--- src/rtl/qwbs_pkg.sv ---
package qwbs_pkg;

    typedef enum logic [1:0] {
        ST_IDLE  = 2'd0,
        ST_BEAT0 = 2'd1,
        ST_BEAT1 = 2'd2,
        ST_DONE  = 2'd3
    } qwbs_state_e;

endpackage

--- src/rtl/qwbs_addr_gen.sv ---
module qwbs_addr_gen #(
    parameter int ADDR_W     = 32,
    parameter int OFF_W      = 16,
    parameter int ALIGN_BITS = 4
) (
    input  logic [ADDR_W-1:0] base,
    input  logic [OFF_W-1:0]  offset,
    output logic [ADDR_W-1:0] aligned
);
    localparam int EXT_W = ADDR_W - OFF_W;
    localparam logic [ADDR_W-1:0] LOW_MASK = ADDR_W'((1 << ALIGN_BITS) - 1);

    logic [ADDR_W-1:0] off_ext;
    logic [ADDR_W-1:0] sum;

    generate
        if (EXT_W > 0) begin : g_sext
            assign off_ext = {{EXT_W{offset[OFF_W-1]}}, offset};
        end else begin : g_trunc
            assign off_ext = offset[ADDR_W-1:0];
        end
    endgenerate

    // Low bits are dropped rather than reported as a misalignment.
    assign sum     = base + off_ext;
    assign aligned = sum & ~LOW_MASK;

endmodule

--- src/rtl/qwbs_fsm.sv ---
module qwbs_fsm
    import qwbs_pkg::*;
(
    input  logic        clk,
    input  logic        rst_n,
    input  logic        req_valid,
    input  logic        req_is_store,
    input  logic        req_idx_zero,
    input  logic        mem_ready,
    output qwbs_state_e state,
    output logic        accept,
    output logic        beat_active,
    output logic        beat_hi,
    output logic        fire_lo,
    output logic        fire_hi,
    output logic        in_done,
    output logic        idle
);
    qwbs_state_e nxt;

    always_ff @(posedge clk) begin
        if (!rst_n) state <= ST_IDLE;
        else        state <= nxt;
    end

    always_comb begin
        nxt = state;
        unique case (state)
            ST_IDLE: begin
                if (req_valid) begin
                    if (!req_is_store && req_idx_zero) nxt = ST_DONE;
                    else                               nxt = ST_BEAT0;
                end
            end
            ST_BEAT0: if (mem_ready) nxt = ST_BEAT1;
            ST_BEAT1: if (mem_ready) nxt = ST_DONE;
            ST_DONE:  nxt = ST_IDLE;
            default:  nxt = ST_IDLE;
        endcase
    end

    always_comb begin
        idle        = 1'b0;
        beat_active = 1'b0;
        beat_hi     = 1'b0;
        in_done     = 1'b0;
        unique case (state)
            ST_IDLE:  idle = 1'b1;
            ST_BEAT0: beat_active = 1'b1;
            ST_BEAT1: begin
                beat_active = 1'b1;
                beat_hi     = 1'b1;
            end
            ST_DONE:  in_done = 1'b1;
            default:  idle = 1'b0;
        endcase
        accept  = idle && req_valid;
        fire_lo = (state == ST_BEAT0) && mem_ready;
        fire_hi = (state == ST_BEAT1) && mem_ready;
    end

    // the completion state never lasts more than one cycle
    p_done_once_r8: assert property (@(posedge clk) disable iff (!rst_n)
        state == ST_DONE |=> state == ST_IDLE);

    // the low beat is never left until memory takes it
    p_beat0_wait_r4: assert property (@(posedge clk) disable iff (!rst_n)
        (state == ST_BEAT0 && !mem_ready) |=> state == ST_BEAT0);

endmodule

--- src/rtl/qwbs_datapath.sv ---
module qwbs_datapath #(
    parameter int BEAT_W = 64
) (
    input  logic              clk,
    input  logic              rst_n,
    input  logic              accept,
    input  logic              zero_src,
    input  logic [2*BEAT_W-1:0] wdata_in,
    input  logic              beat_hi,
    input  logic              fire_lo,
    input  logic              fire_hi,
    input  logic              capture_rd,
    input  logic [BEAT_W-1:0] rdata,
    input  logic              commit,
    output logic [BEAT_W-1:0] beat_wdata,
    output logic [2*BEAT_W-1:0] result
);
    logic [2*BEAT_W-1:0] st_q;
    logic [BEAT_W-1:0]   lo_q;
    logic [BEAT_W-1:0]   hi_q;

    always_ff @(posedge clk) begin
        if (!rst_n) begin
            st_q <= '0;
        end else if (accept) begin
            st_q <= zero_src ? '0 : wdata_in;
        end
    end

    always_ff @(posedge clk) begin
        if (!rst_n) begin
            lo_q <= '0;
            hi_q <= '0;
        end else begin
            if (fire_lo && capture_rd) lo_q <= rdata;
            if (fire_hi && capture_rd) hi_q <= rdata;
        end
    end

    assign beat_wdata = beat_hi ? st_q[2*BEAT_W-1:BEAT_W] : st_q[BEAT_W-1:0];
    assign result     = commit ? {hi_q, lo_q} : '0;

endmodule

--- src/rtl/qw_beat_splitter.sv ---
module qw_beat_splitter
    import qwbs_pkg::*;
#(
    parameter int ADDR_W     = 32,
    parameter int OFF_W      = 16,
    parameter int BEAT_W     = 64,
    parameter int IDX_W      = 5,
    parameter int ALIGN_BITS = 4
) (
    input  logic                clk,
    input  logic                rst_n,
    input  logic                req_valid,
    output logic                req_ready,
    input  logic                req_is_store,
    input  logic [ADDR_W-1:0]   req_base,
    input  logic [OFF_W-1:0]    req_offset,
    input  logic [IDX_W-1:0]    req_reg_idx,
    input  logic [2*BEAT_W-1:0] req_wdata,
    output logic                mem_valid,
    output logic                mem_write,
    output logic [ADDR_W-1:0]   mem_addr,
    output logic [BEAT_W-1:0]   mem_wdata,
    input  logic                mem_ready,
    input  logic [BEAT_W-1:0]   mem_rdata,
    output logic                done,
    output logic                done_wr,
    output logic [IDX_W-1:0]    done_idx,
    output logic [2*BEAT_W-1:0] done_data
);
    localparam int BEAT_BYTES = BEAT_W / 8;
    localparam logic [ADDR_W-1:0] BEAT_STEP = ADDR_W'(BEAT_BYTES);
    localparam logic [ADDR_W-1:0] LOW_MASK  = ADDR_W'((1 << ALIGN_BITS) - 1);

    qwbs_state_e      state;
    logic             accept, beat_active, beat_hi, fire_lo, fire_hi, in_done, idle;
    logic             idx_zero_in;
    logic [ADDR_W-1:0] aligned_in;
    logic [ADDR_W-1:0] addr_q;
    logic             store_q;
    logic             idx_zero_q;
    logic [IDX_W-1:0] idx_q;
    logic             commit;
    logic [BEAT_W-1:0] beat_wdata;

    assign idx_zero_in = (req_reg_idx == '0);

    qwbs_addr_gen #(
        .ADDR_W    (ADDR_W),
        .OFF_W     (OFF_W),
        .ALIGN_BITS(ALIGN_BITS)
    ) addr_i (
        .base   (req_base),
        .offset (req_offset),
        .aligned(aligned_in)
    );

    qwbs_fsm fsm_i (
        .clk         (clk),
        .rst_n       (rst_n),
        .req_valid   (req_valid),
        .req_is_store(req_is_store),
        .req_idx_zero(idx_zero_in),
        .mem_ready   (mem_ready),
        .state       (state),
        .accept      (accept),
        .beat_active (beat_active),
        .beat_hi     (beat_hi),
        .fire_lo     (fire_lo),
        .fire_hi     (fire_hi),
        .in_done     (in_done),
        .idle        (idle)
    );

    always_ff @(posedge clk) begin
        if (!rst_n) begin
            addr_q     <= '0;
            store_q    <= 1'b0;
            idx_zero_q <= 1'b1;
            idx_q      <= '0;
        end else if (accept) begin
            addr_q     <= aligned_in;
            store_q    <= req_is_store;
            idx_zero_q <= idx_zero_in;
            idx_q      <= req_reg_idx;
        end
    end

    assign commit = in_done && !store_q && !idx_zero_q;

    qwbs_datapath #(
        .BEAT_W(BEAT_W)
    ) data_i (
        .clk       (clk),
        .rst_n     (rst_n),
        .accept    (accept),
        .zero_src  (idx_zero_in),
        .wdata_in  (req_wdata),
        .beat_hi   (beat_hi),
        .fire_lo   (fire_lo),
        .fire_hi   (fire_hi),
        .capture_rd(!store_q),
        .rdata     (mem_rdata),
        .commit    (commit),
        .beat_wdata(beat_wdata),
        .result    (done_data)
    );

    assign req_ready = idle;
    assign mem_valid = beat_active;
    assign mem_write = beat_active && store_q;
    assign mem_addr  = beat_hi ? (addr_q + BEAT_STEP) : addr_q;
    assign mem_wdata = beat_active ? beat_wdata : '0;
    assign done      = in_done;
    assign done_wr   = commit;
    assign done_idx  = idx_q;

    // every beat address is aligned apart from the half-select bit
    p_aligned_r1: assert property (@(posedge clk) disable iff (!rst_n)
        mem_valid |-> (mem_addr & (LOW_MASK & ~BEAT_STEP)) == '0);

    // an accepted low beat is followed by the high beat eight bytes on
    p_high_follows_r3: assert property (@(posedge clk) disable iff (!rst_n)
        (mem_valid && mem_ready && (mem_addr & BEAT_STEP) == '0)
        |=> mem_valid && mem_addr == $past(mem_addr) + BEAT_STEP);

    // a stalled beat holds its request
    p_hold_r4: assert property (@(posedge clk) disable iff (!rst_n)
        (mem_valid && !mem_ready) |=> mem_valid && $stable(mem_addr)
            && $stable(mem_wdata) && $stable(mem_write));

    // a load to index zero completes without touching memory
    p_skip_r5: assert property (@(posedge clk) disable iff (!rst_n)
        (req_valid && req_ready && !req_is_store && req_reg_idx == '0)
        |=> done && !mem_valid);

    // the register write strobe only appears within the pulse
    p_commit_r7: assert property (@(posedge clk) disable iff (!rst_n)
        done_wr |-> done);

    // completion is a single-cycle pulse
    p_pulse_r8: assert property (@(posedge clk) disable iff (!rst_n)
        done |=> !done);

    // the idle handshake and memory activity are exclusive
    p_idle_quiet_r9: assert property (@(posedge clk) disable iff (!rst_n)
        req_ready |-> !mem_valid && !done);

endmodule

--- config.mk ---
export PLATFORM = sky130hd
export DESIGN_NAME = qw_beat_splitter
export DESIGN_NICKNAME = d
export VERILOG_FILES = /design/src/rtl/qwbs_pkg.sv /design/src/rtl/qwbs_addr_gen.sv /design/src/rtl/qwbs_fsm.sv /design/src/rtl/qwbs_datapath.sv /design/src/rtl/qw_beat_splitter.sv
export SDC_FILE = /design/constraint.sdc
export NUM_CORES = 1
export LEC_CHECK = 0
export ABC_AREA = 0
export BUFFER_PORTS_ARGS = -buffer_cell sky130_fd_sc_hd__buf_2
export CAP_MARGIN = 10
export CELL_PAD_IN_SITES_DETAIL_PLACEMENT = 1
export CELL_PAD_IN_SITES_GLOBAL_PLACEMENT = 2
export CORE_MARGIN = 3
export CORE_UTILIZATION = 32
export CTS_CLUSTER_SIZE = 12
export DETAILED_ROUTE_END_ITERATION = 7
export GPL_TIMING_DRIVEN = 0
export PLACE_DENSITY_LB_ADDON = 0.25
export SETUP_SLACK_MARGIN = 0.1
export SYNTH_ARGS = -nofsm -noshare
export SYNTH_HDL_FRONTEND = slang
export SYNTH_HIERARCHICAL = 1
export SYNTH_SLANG_ARGS = --single-unit
--- constraint.sdc ---
create_clock -name clk -period 5.4 [get_ports clk]
set_clock_uncertainty 0.2 [all_clocks]
set_input_delay 0.54 -clock clk [delete_from_list [all_inputs] [get_ports clk]]
set_output_delay 0.54 -clock clk [all_outputs]
set_load 0.01 [all_outputs]
# After elaboration in Yosys (flattened, before gate mapping)
# Cells that the tools add are included.
# Widths: inputs -> output; s select.
totals:
  register_bits: 293
  latchBits: 0
  ramBits: 0
  romBits: 0
  input_bits: 250
  word_cells: 46
  memories: 0
op_classes:
  n_addsub: 2
  multipliers: 0
  div_mod_pow: 0
  order_cmp: 0
  n_eq_ne: 6
  n_shift: 0
  mux: 14
  n_bitwise: 0
  reduce_logical: 16
op_table:
  columns: ["cell", "count"]
  rows:
  - ["$mux 128", 2]
  - ["$mux 64", 2]
  - ["$add 32x32->32", 1]
  - ["$add 32x4->32 const B", 1]
  - ["$mux 32", 1]
  - ["$logic_and 1x1->1", 9]
  - ["$mux 2", 4]
  - ["$pmux 2 s4", 1]
  - ["$ne 2x2->1 const B", 3]
  - ["$logic_not 5->1", 1]
  - ["$eq 2x2->1 const B", 2]
  - ["$mux 1", 4]
  - ["$logic_not 1->1", 3]
  - ["$reduce_and 3->1", 1]
  - ["$eq 2x1->1 const B", 1]
  - ["$logic_not 2->1", 1]
  - ["$reduce_or 2->1", 1]

# Longest topological paths before layout
depth:
  ltp_word: 5
  ltp_mapped: 10
  depth_no_buf: 10

# Hierarchy
# Netlist, hierarchy kept.
modules_own_cells:
  columns: ["mod", "instances", "cells_each", "area_each_um2", "seq_area_each_um2"]
  rows:
  - ["qwbs_datapath", 1, 1367, 11589.9, 5124.9]
  - ["qw_beat_splitter", 1, 295, 2620.0, 780.7]
  - ["qwbs_addr_gen", 1, 197, 1477.7, 0.0]
  - ["qwbs_fsm", 1, 22, 198.9, 40.0]

# Worst setup path after synthesis
# Ideal clock, no wire load.
synth_path:
  path_type: "input to register"
  start: "in req_offset[4]"
  end: "reg addr_q[30]"
  arrival_ns: 2.404
  required_ns: 5.084
  path_slack_ns: 2.679
  stages: 10
  path_buffers: 0
  cell_sequence: "ha_1 > a21o_1 > and3_4 > o311a_4 > o2111ai_2 > and4b_4 > o21bai_1 > xor2_1 > mux2i_1 > nor2b_1"
synth_between:
  elab_chain_len: 1
synth_lines:
  columns: ["element", "line", "text"]
  rows:
  - ["start, declared", "qw_beat_splitter.sv:16", "input logic [OFF_W-1:0] req_offset,"]
  - ["$add 32x32->32", "qwbs_addr_gen.sv:25", "assign sum = base + off_ext;"]
  - ["net aligned_in[30]", "qw_beat_splitter.sv:37", "logic [ADDR_W-1:0] aligned_in;"]
  - ["end signal, assigned", "qw_beat_splitter.sv:81", "addr_q <= aligned_in;"]
  - ["end, declared", "qw_beat_splitter.sv:38", "logic [ADDR_W-1:0] addr_q;"]
# The timed path passes the listed nets, and every way through them passes these cells.
# A chain may end at the register's enable or synchronous reset.

# Worst setup path after layout
layout_path:
  start: "reg fsm_i.state[0]"
  end: "out mem_addr[21]"
layout_between:
  elab_chain_len: 3
layout_lines:
  columns: ["element", "line", "text"]
  rows:
  - ["start, declared", "qwbs_fsm.sv:10", "output qwbs_state_e state,"]
  - ["start signal, assigned", "qwbs_fsm.sv:23", "else state <= nxt;"]
  - ["$eq 2x2->1", "qwbs_fsm.sv:47", "unique case (state)"]
  - ["$mux 1", "qwbs_fsm.sv:47", null]
  - ["net beat_hi", "qw_beat_splitter.sv:35", "logic accept, beat_active, beat_hi, fire_lo, fire_hi, in_done, idle;"]
  - ["$mux 32", "qw_beat_splitter.sv:111", "assign mem_addr = beat_hi ? (addr_q + BEAT_STEP) : addr_q;"]
  - ["end, declared", "qw_beat_splitter.sv:21", "output logic [ADDR_W-1:0] mem_addr,"]
# The timed path passes the listed nets, and every way through them passes these cells.

==> impl_metrics.ini <==
[floorplan]
design.core.area_um2 = 48950
io_pins = 484
fp.dieW_um = 228.8
start_util_pct = 32.45
die_area_um2 = 52350
die_y_um = 228.8
rows = 81

[power_and_ir_drop]
intPower_mw = 5.056
pwr-share-seq_pct = 36.0
report.power.total_mw = 7.731
power_switching_share_pct = 34.61
p_sw_mw = 2.676
ir_drop_mv = 0.1901
clockPowerShare_pct = 32.0
cellPowerDensity_nw_per_um2 = 379.4
p_comb_share_pct = 32.0
leakagePower_nw = 9.154

[clock_tree]
post_cts_buffers = 0
cts_root_buffer = clkbuf_16
cts.clk_slew.worst_paths_ns = 0.06
clockBufferDepth = 3
numCtsBuffers = 38
h-tree-depth = 2
clock-sinks = 297
post_cts_resized = 0
cts_tree = yes
clock_latency_ns = 0.54
ctsHoldBuffers = 2

[yosys]
seq_area_frac_synth_pct = 37.43
synth_cells = 1881
syn_avg_cell_area_um2 = 8.446
ys_warn_count = 6
syn_area_um2 = 15890
synth_edf_count = 0
ys_seq_elements = 297
synth_async_sr_flop_share_pct = 0
ys_types = 65
synth_ff_type = dfxtp_1

[sta]
fmax_mhz = 257.9
slew_violations = 0
rsz0062_at_grt = false
worst_pin_slew_ns = 0.7453
slew_headroom_pct = 50.32
tns_ns = 0
finalHoldViolCount = 0
holdWs_ns = 0.03644
finalSetupViolations = 0
finalCriticalPeriod_ns = 3.877
fin_crit_sh_pct = 71.80

[hold_path]
hold_class = in2reg
hold_depth = 3
worstHoldStart = req_wdata[62]
hold_end = data_i/st_q[62]

[job]
drv_cap = 0

[run_status]
outcome = finished, final reports clean

[final_layout]
syn_to_final_growth_pct = 28.27
final_core_util_pct = 41.63
fin_cells = 3107
final_common_cell = buf_2
final_cell_mix = buf_2, dfxtp_1, nand2_1
drive_above_1_share_pct = 32.15
nNetsFinal = 2695

[worst_setup_path]
end_kind = output pin
critPathKind = reg2out
critPathLaunchType = register
r2r_slack_ns = 3.06
cp.required_ns = 4.66
rr_endpoint = idx_zero_q
r2r_cells = 8
worstReg2RegStart = fsm_i/state[1]
critPathArrivalTime_ns = 3.14
crit_path_max_fanout = 9

[routing]
drtPass1Iterations = 5
post-route-drc-count = 0
vias = 15570
drt_iter0_drc = 742
avgViaCountPerCell = 5.012
wl_per_cell_um = 20.23
ant_nets = 0
wl_mm = 62.87

[global_routing]
grt_max_degree = 18
overflow = 0
grt_pass1_wl_mm = 95.25
antenna_found_initial = 18
grt_pass1_vias = 16470
track_usage_pct = 22.99

[placement]
io_buffers = 483
dp_cells = 3031
hpwl_mm = 49.39
place_congestion = 0.8922
-- kinds of logic (layout without fill, tap and decap cells) --
family                     after synthesis  count (layout)  synth area share (%)
AOI/OAI and AO/OA                      337             337                 12.37
muxes                                  104             104                 7.065
and+or+nand+nor                        865             865                 31.00
DFF                                    297             297                 37.43
other                                    1              15               0.02360
buffers and inverters                  186             734                 6.253
xor gates and xnor gates                55              55                 3.032
adders and majority gates               36              36                 2.835
-- per-stage QoR --
stage | worst slack (ns) | cell area [um^2]
2_1_floorplan | 2.680 | 15900
3_3_place_gp | 2.120 | 19150
3_5_place_dp | 1.980 | 19150
4_1_cts | 1.407 | 20350
5_1_grt | 1.285 | 20370
6_report | 1.523 | 20380
-- flip-flops by register name, summed over array words and instances (netlist names) --
register,cells
data_i/st_q,128
data_i/hi_q,64
data_i/lo_q,64
addr_q,32
done_idx,5
fsm_i/state,2
idx_zero_q,1
store_q,1
-- how the worst max path moves through the flow --
stage                     slack, ns  depth (start not counted)      endpoint      startpoint
final                          1.52                          7  mem_addr[21]  fsm_i/state[0]
after global routing           1.28                          7  mem_addr[21]  fsm_i/state[0]
after CTS                      1.41                          7  mem_addr[21]  fsm_i/state[0]
after detailed placement       1.98                          7  mem_addr[21]  fsm_i/state[0]
after global placement         2.12                          7  mem_addr[21]  fsm_i/state[0]
after floorplan                2.68                         10    addr_q[30]   req_offset[4]
-- layer usage --
layer | vias to the layer above | global-route usage, % | routed length [um]
li1 | 7582 | - | -
met1 | 7470 | 28.59 | 27420
met2 | 396 | 39.39 | 30210
met3 | 112 | 4.412 | 3171
met4 | 12 | 8.824 | 1981
met5 | - | 0 | 80
-- worst max-delay path, cell delays in order (launching register included) --
cell,delay [ns]
dfxtp_1,0.34
inv_1,0.13
ha_1,0.41
nand4_2,0.40
nor3_1,0.64
nand4_1,0.21
xnor2_1,0.29
buf_2,0.19
-- synth_stat cells, types with 2 or more instances --
master | n | area (um^2)
mux2i_1 | 39 | 390.4
or4_1 | 2 | 15.01
xnor2_1 | 21 | 183.9
nor4_2 | 6 | 75.07
nand4_1 | 142 | 888.4
or2_2 | 2 | 12.51
nand2b_1 | 3 | 18.77
o21ai_0 | 22 | 110.1
mux2_2 | 65 | 732.0
a21o_1 | 12 | 90.09
a21oi_1 | 24 | 120.1
nor2b_1 | 42 | 262.8
dfxtp_1 | 297 | 5946
nor3_1 | 10 | 50.05
and2_1 | 200 | 1251
nand3b_1 | 131 | 983.4
o21a_1 | 6 | 45.04
nor2_1 | 17 | 63.81
o21bai_1 | 3 | 22.52
nand3_1 | 9 | 45.04
nand2_1 | 283 | 1062
ha_1 | 36 | 450.4
o21ai_2 | 31 | 271.5
a31oi_1 | 3 | 18.77
and2_2 | 2 | 15.01
and4_1 | 3 | 26.28
o211a_1 | 2 | 20.02
buf_4 | 18 | 135.1
buf_2 | 91 | 455.4
o21ai_1 | 217 | 1086
nor4_4 | 2 | 42.54
buf_6 | 15 | 168.9
xor2_1 | 34 | 297.8
inv_1 | 12 | 45.04
clkbuf_1 | 49 | 183.9
-- power groups by stage --
stage                     Combinational [mW]  Clock, mW  Sequential (mW)
after floorplan                         1.64          0             2.75
after global placement                  2.44          0             2.81
after detailed placement                2.49          0             2.83
after CTS                               2.51       2.54             2.78
after global routing                    2.73       2.63             2.83
final                                   2.48       2.47             2.78
-- area by class of cell --
cell class              count  area, um^2
plain buffers             174       948.4
fillers                  6040       28570
well taps                 664       830.8
flip-flops and latches    297        5946
diodes                     11       27.53
clock buffers              55        1086
clock inverters             8       97.59
repair buffers            485        2437
inverters                  12       45.04
multi-input cells        1401        8959
Note: power is estimated with default switching activity, not from simulation.
